==> src/rtl/gpio_mux_pkg.sv <==
package gpio_mux_pkg;

  // Word indices (byte address >> 2)
  localparam int unsigned WORD_OUT_SET = 0;
  localparam int unsigned WORD_OUT_CLR = 1;
  localparam int unsigned WORD_OUT     = 2;
  localparam int unsigned WORD_IN      = 3;
  localparam int unsigned WORD_OE      = 4;
  localparam int unsigned WORD_PEND    = 5;
  localparam int unsigned WORD_ENA     = 6;
  localparam int unsigned WORD_IDENT   = 7;
  localparam int unsigned WORD_FUNC0   = 8;
  localparam int unsigned WORD_FUNC1   = 9;
  localparam int unsigned WORD_SPARE   = 10;
  localparam int unsigned WORD_MODE    = 11;

  typedef enum logic [3:0] {
    SEL_NONE, SEL_OUT, SEL_IN, SEL_OE, SEL_PEND, SEL_ENA,
    SEL_IDENT, SEL_FUNC0, SEL_FUNC1, SEL_SPARE, SEL_MODE
  } readSel_e;

  typedef struct packed {
    logic outSet;
    logic outClr;
    logic outWr;
    logic oeWr;
    logic pendClr;
    logic enaWr;
    logic func0Wr;
    logic func1Wr;
    logic spareWr;
    logic modeWr;
  } wrStrobe_t;

endpackage

==> src/rtl/gpio_mux_decode.sv <==
module gpio_mux_decode
  import gpio_mux_pkg::*;
#(
  parameter int ADDR_W = 7
) (
  input  logic              clk,
  input  logic              rstN,
  input  logic [ADDR_W-1:0] busAddr,
  input  logic              busWe,
  output wrStrobe_t         stb,
  output readSel_e          rdSel
);

  int unsigned wordNum;
  logic [1:0] unusedLow;
  assign unusedLow = busAddr[1:0];

  always_comb begin
    wordNum = 32'(busAddr[ADDR_W-1:2]);
    stb     = '0;
    rdSel   = SEL_NONE;
    case (wordNum)
      WORD_OUT_SET: stb.outSet = busWe;
      WORD_OUT_CLR: stb.outClr = busWe;
      WORD_OUT:     begin stb.outWr   = busWe; rdSel = SEL_OUT;   end
      WORD_IN:      rdSel = SEL_IN;
      WORD_OE:      begin stb.oeWr    = busWe; rdSel = SEL_OE;    end
      WORD_PEND:    begin stb.pendClr = busWe; rdSel = SEL_PEND;  end
      WORD_ENA:     begin stb.enaWr   = busWe; rdSel = SEL_ENA;   end
      WORD_IDENT:   rdSel = SEL_IDENT;
      WORD_FUNC0:   begin stb.func0Wr = busWe; rdSel = SEL_FUNC0; end
      WORD_FUNC1:   begin stb.func1Wr = busWe; rdSel = SEL_FUNC1; end
      WORD_SPARE:   begin stb.spareWr = busWe; rdSel = SEL_SPARE; end
      WORD_MODE:    begin stb.modeWr  = busWe; rdSel = SEL_MODE;  end
      default: ;
    endcase
  end

  // at most one register is written per cycle
  assert_one_strobe_R1: assert property (@(posedge clk) disable iff (!rstN)
    $onehot0(stb));

endmodule

==> src/rtl/gpio_mux_sync.sv <==
module gpio_mux_sync #(
  parameter int NUM_PINS = 22
) (
  input  logic                clk,
  input  logic                rstN,
  input  logic [NUM_PINS-1:0] pinIn,
  output logic [NUM_PINS-1:0] syncLvl,
  output logic [NUM_PINS-1:0] edgeHit
);

  for (genvar p = 0; p < NUM_PINS; p++) begin : g_pin
    logic meta;
    logic stable;
    logic last;
    always_ff @(posedge clk or negedge rstN) begin
      if (!rstN) begin
        meta   <= 1'b0;
        stable <= 1'b0;
        last   <= 1'b0;
      end else begin
        meta   <= pinIn[p];
        stable <= meta;
        last   <= stable;
      end
    end
    assign syncLvl[p] = stable;
    assign edgeHit[p] = stable ^ last;
  end

endmodule

==> src/rtl/gpio_mux_datapath.sv <==
module gpio_mux_datapath
  import gpio_mux_pkg::*;
#(
  parameter int NUM_PINS = 22,
  parameter int DATA_W   = 32
) (
  input  logic                  clk,
  input  logic                  rstN,
  input  wrStrobe_t             stb,
  input  readSel_e              rdSel,
  input  logic [NUM_PINS-1:0]   wrData,
  input  logic [NUM_PINS-1:0]   syncLvl,
  input  logic [NUM_PINS-1:0]   edgeHit,
  output logic [DATA_W-1:0]     rdData,
  output logic [NUM_PINS-1:0]   outVal,
  output logic [NUM_PINS-1:0]   oeVal,
  output logic [2*NUM_PINS-1:0] funcSel,
  output logic                  irqLine
);

  logic [NUM_PINS-1:0] outReg, oeReg, pendReg, enaReg;
  logic [NUM_PINS-1:0] func0Reg, func1Reg, spareReg, modeReg;
  logic [NUM_PINS-1:0] hwSet, clrMask, identVec, readVec;

  assign hwSet    = (modeReg & syncLvl) | (~modeReg & edgeHit);
  assign clrMask  = stb.pendClr ? wrData : '0;
  assign identVec = pendReg & enaReg;

  always_ff @(posedge clk or negedge rstN) begin
    if (!rstN) begin
      outReg   <= '0;
      oeReg    <= '0;
      pendReg  <= '0;
      enaReg   <= '0;
      func0Reg <= '0;
      func1Reg <= '0;
      spareReg <= '0;
      modeReg  <= '0;
    end else begin
      if (stb.outWr)       outReg <= wrData;
      else if (stb.outSet) outReg <= outReg | wrData;
      else if (stb.outClr) outReg <= outReg & ~wrData;
      if (stb.oeWr)    oeReg    <= wrData;
      if (stb.enaWr)   enaReg   <= wrData;
      if (stb.func0Wr) func0Reg <= wrData;
      if (stb.func1Wr) func1Reg <= wrData;
      if (stb.spareWr) spareReg <= wrData;
      if (stb.modeWr)  modeReg  <= wrData;
      pendReg <= (pendReg & ~clrMask) | hwSet;
    end
  end

  always_comb begin
    case (rdSel)
      SEL_OUT:   readVec = outReg;
      SEL_IN:    readVec = syncLvl;
      SEL_OE:    readVec = oeReg;
      SEL_PEND:  readVec = pendReg;
      SEL_ENA:   readVec = enaReg;
      SEL_IDENT: readVec = identVec;
      SEL_FUNC0: readVec = func0Reg;
      SEL_FUNC1: readVec = func1Reg;
      SEL_SPARE: readVec = spareReg;
      SEL_MODE:  readVec = modeReg;
      default:   readVec = '0;
    endcase
  end

  assign rdData  = DATA_W'(readVec);
  assign outVal  = outReg;
  assign oeVal   = oeReg;
  assign irqLine = |identVec;

  for (genvar p = 0; p < NUM_PINS; p++) begin : g_func
    assign funcSel[2*p +: 2] = {func1Reg[p], func0Reg[p]};
  end

  assert_set_bits_R3: assert property (@(posedge clk) disable iff (!rstN)
    stb.outSet |=> ((outReg & $past(wrData)) == $past(wrData)));

  assert_clr_bits_R3: assert property (@(posedge clk) disable iff (!rstN)
    stb.outClr |=> ((outReg & $past(wrData)) == '0));

  assert_sticky_R7: assert property (@(posedge clk) disable iff (!rstN)
    !stb.pendClr |=> (($past(pendReg) & ~pendReg) == '0));

  assert_set_wins_R9: assert property (@(posedge clk) disable iff (!rstN)
    stb.pendClr |=> (($past(hwSet) & ~pendReg) == '0));

endmodule

==> src/rtl/gpio_mux_ctrl.sv <==
module gpio_mux_ctrl
  import gpio_mux_pkg::*;
#(
  parameter int NUM_PINS = 22,
  parameter int DATA_W   = 32,
  parameter int ADDR_W   = 7
) (
  input  logic                  clk,
  input  logic                  rstN,
  input  logic [ADDR_W-1:0]     busAddr,
  input  logic                  busWe,
  input  logic [DATA_W-1:0]     busWdata,
  output logic [DATA_W-1:0]     busRdata,
  input  logic [NUM_PINS-1:0]   pinIn,
  output logic [NUM_PINS-1:0]   pinOut,
  output logic [NUM_PINS-1:0]   pinOe,
  output logic [2*NUM_PINS-1:0] pinFunc,
  output logic                  irqOut
);

  wrStrobe_t           stb;
  readSel_e            rdSel;
  logic [NUM_PINS-1:0] syncLvl, edgeHit;
  logic                unusedBits;

  assign unusedBits = ^busWdata[DATA_W-1:NUM_PINS];

  gpio_mux_decode #(.ADDR_W(ADDR_W)) uDecode (
    .clk(clk), .rstN(rstN), .busAddr(busAddr), .busWe(busWe),
    .stb(stb), .rdSel(rdSel)
  );

  gpio_mux_sync #(.NUM_PINS(NUM_PINS)) uSync (
    .clk(clk), .rstN(rstN), .pinIn(pinIn),
    .syncLvl(syncLvl), .edgeHit(edgeHit)
  );

  gpio_mux_datapath #(.NUM_PINS(NUM_PINS), .DATA_W(DATA_W)) uData (
    .clk(clk), .rstN(rstN), .stb(stb), .rdSel(rdSel),
    .wrData(busWdata[NUM_PINS-1:0]), .syncLvl(syncLvl), .edgeHit(edgeHit),
    .rdData(busRdata), .outVal(pinOut), .oeVal(pinOe),
    .funcSel(pinFunc), .irqLine(irqOut)
  );

  assert_upper_zero_R2: assert property (@(posedge clk) disable iff (!rstN)
    busRdata[DATA_W-1:NUM_PINS] == '0);

endmodule

==> config.mk <==
export PLATFORM = sky130hd
export DESIGN_NAME = gpio_mux_ctrl
export DESIGN_NICKNAME = d
export VERILOG_FILES = /design/src/rtl/gpio_mux_pkg.sv /design/src/rtl/gpio_mux_decode.sv /design/src/rtl/gpio_mux_sync.sv /design/src/rtl/gpio_mux_datapath.sv /design/src/rtl/gpio_mux_ctrl.sv
export SDC_FILE = /design/constraint.sdc
export NUM_CORES = 1
export LEC_CHECK = 0
export BUFFER_PORTS_ARGS = -buffer_cell sky130_fd_sc_hd__buf_2
export CAP_MARGIN = 10
export CORE_MARGIN = 3
export CORE_UTILIZATION = 45
export DETAILED_ROUTE_END_ITERATION = 10
export GPL_ROUTABILITY_DRIVEN = 0
export GPL_TIMING_DRIVEN = 0
export HOLD_SLACK_MARGIN = 0.08
export PLACE_DENSITY = 0.66
export SYNTH_ARGS = -nofsm -noshare
export SYNTH_HDL_FRONTEND = slang
export SYNTH_SLANG_ARGS = --single-unit
==> constraint.sdc <==
create_clock -name clk -period 7.5 [get_ports clk]
set_input_delay 2.25 -clock clk [delete_from_list [all_inputs] [get_ports clk]]
set_output_delay 2.25 -clock clk [all_outputs]
set_load 0.005 [all_outputs]
# After elaboration in Yosys (flattened, before gate mapping)
# Cells that the tools add are included.
# Widths: inputs -> output; s select.
totals:
  register_bits: 242
  inputBits: 64
  output_inout_bits: 121
  wordCells: 147
op_classes:
  eq_ne: 21
  muxes: 16
  n_bitwise: 33
  reduce_logical: 3
ops:
  columns: ["op", "count"]
  rows:
  - ["$pmux 22 s10", 1]
  - ["$and 22x22->22", 5]
  - ["$mux 22", 4]
  - ["$not 22->22", 3]
  - ["$or 22x22->22", 3]
  - ["$pmux 4 s10", 1]
  - ["$reduce_or 22->1", 1]
  - ["$xor 1x1->1", 22]
  - ["$eq 5x3->1 const B", 4]
  - ["$eq 5x4->1 const B", 4]
  - ["$eq 4x3->1 const B", 4]
  - ["$eq 4x4->1 const B", 3]
  - ["$eq 5x2->1 const B", 2]
  - ["$mux 1", 10]
  - ["$eq 4x2->1 const B", 2]
  - ["$eq 5x1->1 const B", 1]
  - ["$logic_not 5->1", 1]
  - ["$eq 4x1->1 const B", 1]
  - ["$reduce_bool 3->1", 1]

# Logic depth before layout (Yosys ltp)
logic_depth:
  word_depth: 6
  mapped_depth: 7
  mapped_depth_nobuf: 4

# Cells and area by module
# Synthesis repeated with hierarchy kept, for this count alone.
unflattened:
  cells_unflattened: 869
  area_unflattened_um2: 10959.3
modules_own_cells:
  columns: ["mod", "n_inst", "cells_per_inst", "area_per_inst_um2", "seq_area_each_um2"]
  rows:
  - ["gpio_mux_datapath", 1, 727, 8775.9, 4404.2]
  - ["gpio_mux_sync", 1, 110, 2009.4, 1651.6]
  - ["gpio_mux_decode", 1, 32, 173.9, 0.0]

# Worst setup path before layout
# No wires, ideal clock.
synth_timing:
  path_type: "input port to output port"
  from: "input port busAddr[2]"
  to: "output port busRdata[0]"
  arrival_ps: 3449
  required_time_ps: 5250
  path_slack_ps: 1801
  stages: 6
  path_buffers: 3
  path_cell_list: "buf_4 > buf_2 > buf_2 > mux2i_1 > nor2_1 > or3_1"
synth_via:
  elab_chain_len: 4
  elab_cells_between_ends: 22
  classes_between: "20 x eq/ne; 2 x mux"
synth_lines:
  columns: ["item", "line_no", "source"]
  rows:
  - ["start: declaration", "gpio_mux_ctrl.sv:10", "input logic [ADDR_W-1:0] busAddr,"]
  - ["$eq 5x4->1, or another cell as far along", "gpio_mux_decode.sv:22", "case (wordNum)"]
  - ["$pmux 4 s10 *", "gpio_mux_decode.sv:22", null]
  - ["$eq 4x4->1, or another cell as far along", "gpio_mux_datapath.sv:54", "case (rdSel)"]
  - ["$pmux 22 s10 *", "gpio_mux_datapath.sv:54", null]
  - ["end: declaration", "gpio_mux_ctrl.sv:13", "output logic [DATA_W-1:0] busRdata,"]
# Mark *: on every way between the ends. The rest lies on a longest branch, timed or not.

# Worst setup path after layout
layout_timing:
  from: "input port busAddr[3]"
  to: "output port busRdata[16]"
# The elaborated chain is that of the path after synthesis.

==> impl_metrics.csv <==
group,metric,value,unit
clock_tree,cts_num_sinks,242,
synth,yosysSeqAreaShare,0.569,
critical_path,path_class,"primary input to output port",
die,io_pins,185,
run,drv_cap,0,
clock_tree,clk_latency,0.53,ns
run_status,status,"finished clean",
clock_tree,cts_setup_buffers,0,
synth,yosys_warnings,0,
timing,finalHoldViolations,0,
clock_tree,ctsHoldBuffers,0,
detailed_routing,post_drt_wl_per_cell,22.5,um
die,die_area,0.0255,mm2
timing,tightest_slew,0.847,ns
place,post-dp-hpwl,20700,um
critical_path,cp.required,5.25,ns
timing,setup-tns-final,0,ns
die,fp.coreArea,0.0229,mm2
timing,period_needed,6.66,ns
layout,seqCellArea,0.00606,mm2
grt,antenna_found_initial,1,
timing,setup_viol,0,
timing,finClkSkew,0.00660,ns
detailed_routing,drtPass1Iterations,5,
clock_tree,cts-root-buf,"clkbuf_16",
power_and_ir_drop,ir_drop,0.000194,V
timing,fmax,150,MHz
layout,area_growth,19.4,%
power_and_ir_drop,power_density,274,mW/mm2
synth,synth_flop_cell,"dfrtp_1",
grt,grt_pass1_vias,7677,
timing,drv_slew,0,
critical_path,cp_cell_sequence,"buf_2 > buf_2 > nor2_2 > clkbuf_1 > o21bai_1 > o32ai_1 > a2111o_1 > buf_2",
critical_path,crit_path_max_incr_delay,0.54,ns
grt,grt_overflow_total,0,
power_and_ir_drop,swShare,0.262,
power_and_ir_drop,p_sw,911,uW
timing,rsz0062_at_grt,"no",
power_and_ir_drop,p_clk_frac,0.372,
detailed_routing,drt_iter0_markers,744,
clock_tree,cts_tree,"yes",
timing,fin_crit_sh,0.888,
detailed_routing,vias_per_cell,5.55,
synth,synth_edf_count,0,
die,die_w,160,um
place,postPlaceCellArea,0.0118,mm2
clock_tree,htree_levels,1,
layout,final_layout_size_suffix_gt1_frac,0.359,
grt,grt_max_degree,101,
die,num_rows,55,
critical_path,slowest_stage,"clkbuf_1",
place,portBuffers,138,
power_and_ir_drop,p_int,2.57,mW
detailed_routing,dr_total_vias,7481,
synth,synth_cell_types,42,
grt,grt_pass1_wl,46900,um
detailed_routing,drc,0,
critical_path,crit_top_cell,"buf_2",
die,chipHeight,160,um
synth,postSynthAreaPerCell,12.7,um2
layout,finalNonFillerCells,1348,
detailed_routing,finalWirelength,30300,um
layout,design_area,0.0127,mm2
power_and_ir_drop,p_comb_frac,0.157,
power_and_ir_drop,seqPwrFrac,0.472,
power_and_ir_drop,p_leak,5.97,nW
timing,hold_slack,0.347,ns
die,initial_core_util,0.465,
clock_tree,cts_buffers,27,
timing,max-slew-margin-rel,0.435,
layout,fillCellCount,1973,
critical_path,crit_path_end_kind,"output port",
clock_tree,ctsResizeCount,0,
detailed_routing,detail-route-antenna-nets,0,
hold_path,hold_class,"flop to flop",
critical_path,arrival,4.41,ns
place,dp_cells,1299,
clock_tree,clock_path_buffers,3,
grt,grt.total_usage,0.236,
clock_tree,path_clk_slew,0.05,ns
synth,syn_inst,837,
synth,ys_ff_latch,242,
synth,synth_area,0.0107,mm2
synth,async_flop_share,1.00,
layout,nets,1079,
layout,multi_input_area,0.00425,mm2
critical_path,crit_fanout,10,
critical_path,critPathLaunchType,"primary input",
[cells in the final DEF, fill, tap and decap left out, types with 3 or more instances in the layout]
cell type | Yosys | layout
mux2_2 | 145 | 145
clkinv_2 | 0 | 3
nor3_1 | 3 | 3
nand2_1 | 41 | 41
nand3_1 | 3 | 3
a21o_1 | 22 | 22
o21ai_0 | 41 | 41
clkbuf_16 | 0 | 27
o22ai_1 | 9 | 9
xnor2_1 | 22 | 22
a32oi_1 | 7 | 7
a21oi_1 | 14 | 14
a22oi_1 | 4 | 4
nand2b_1 | 29 | 29
buf_2 | 24 | 161
mux2i_1 | 58 | 58
buf_4 | 16 | 16
a2bb2oi_1 | 7 | 7
o211ai_1 | 7 | 7
conb_1 | 1 | 10
nor2_1 | 25 | 25
a221oi_1 | 4 | 4
and3_1 | 7 | 7
clkbuf_8 | 0 | 8
or3_1 | 14 | 14
clkbuf_1 | 35 | 41
o2111ai_1 | 6 | 6
a22o_1 | 25 | 25
nor2b_1 | 3 | 3
dfrtp_1 | 242 | 242
o2bb2a_1 | 7 | 7
[through the flow]
| stage | setup slack, ns | total power [mW] | util |
|---|---|---|---|
| floorplan | 1.80 | 1.95 | - |
| global placement | -0.143 | 2.19 | 0.513 |
| detailed placement | 0.879 | 2.21 | 0.517 |
| CTS | 0.874 | 3.51 | 0.555 |
| global route | 0.771 | 3.64 | 0.555 |
| finish | 0.840 | 3.48 | 0.555 |
[layout make-up]
| cell class | instances | share of cell area |
|---|---|---|
| tap | 313 | 0.0308 |
| inverter | 2 | 0.000590 |
| timing repair buffer | 140 | 0.0594 |
| sequential | 242 | 0.476 |
| antenna | 1 | 0.000197 |
| multi-input combinational | 525 | 0.334 |
| buffer | 77 | 0.0298 |
| clock buffer | 41 | 0.0636 |
| clock inverter | 7 | 0.00551 |
[state kept, by name, indices dropped and copies added, names as in the netlist, named ones only]
register / cells
uData.enaReg: 22
uData.spareReg: 22
uSync.g_pin.stable: 22
uSync.g_pin.last: 22
uSync.g_pin.meta: 22
uData.func0Reg: 22
uData.modeReg: 22
uData.oeVal: 22
uData.pendReg: 22
uData.func1Reg: 22
[critical path, delay by kind of cell]
| family | cells | cell delay, ns |
|---|---|---|
| buffers and inverters | 4 | 1.02 |
| AOI/OAI and AO/OA | 3 | 0.63 |
| and+or+nand+nor | 1 | 0.50 |
[synth_stat cells, drive strengths merged, types with 6 or more instances]
master   instances  area [um2]
dfrtp          242        6060
mux2           145        1630
mux2i           58         581
buf             42         248
nand2           41         154
o21ai           41         205
clkbuf          35         131
nand2b          29         181
nor2            26         100
a22o            25         219
a21o            22         165
xnor2           22         193
a21oi           14        70.1
or3             14        87.6
o22ai            9        56.3
a2bb2oi          7        61.3
a32oi            7        61.3
and3             7        43.8
o211ai           7        52.6
o2bb2a           7        70.1
o2111ai          6        52.6
[routing by layer]
layer  GRT usage  wire length, um  vias up
met5           0               13        -
met4      0.0533              601        2
met3      0.0480             2070       44
met2       0.372            14000      293
met1       0.340            13500     3796
li1            -                -     3346
[worst paths after layout]
| check | from | end | slack, ns | cells after the start |
|---|---|---|---|---|
| worst max-delay path | busAddr[3] | busRdata[16] | 0.84 | 8 |
| worst min-delay path | uSync.g_pin[16].meta | uSync.g_pin[16].stable | 0.35 | 0 |
| worst max register to register | uData.modeReg[1] | uData.pendReg[1] | 6.55 | 3 |
| worst min register to register | uSync.g_pin[16].meta | uSync.g_pin[16].stable | 0.35 | 0 |
| max in group asynchronous | rstN | uSync.g_pin[18].meta | 5.07 | 2 |
| min in group asynchronous | rstN | uData.func1Reg[5] | 1.61 | 1 |
[power by group through the flow]
stage / registers [mW] / logic, mW / clock network (mW)
2_1_floorplan: 1.62 / 0.323 / 0
3_3_place_gp: 1.66 / 0.533 / 0
3_5_place_dp: 1.66 / 0.549 / 0
4_1_cts: 1.64 / 0.551 / 1.32
5_1_grt: 1.67 / 0.600 / 1.38
6_report: 1.64 / 0.545 / 1.29
[cell families (layout without fill, tap and decap cells)]
| group | Yosys count | after routing | share of synthesized area |
|---|---|---|---|
| buffers and inverters | 79 | 267 | 0.0363 |
| muxes | 203 | 203 | 0.208 |
| DFF | 242 | 242 | 0.569 |
| AOI/OAI and AO/OA | 157 | 157 | 0.105 |
| other | 1 | 11 | 0.000352 |
| and+or+nand+nor | 133 | 133 | 0.0640 |
| xor gates and xnor gates | 22 | 22 | 0.0181 |
Power figures use the tool's default switching activity.
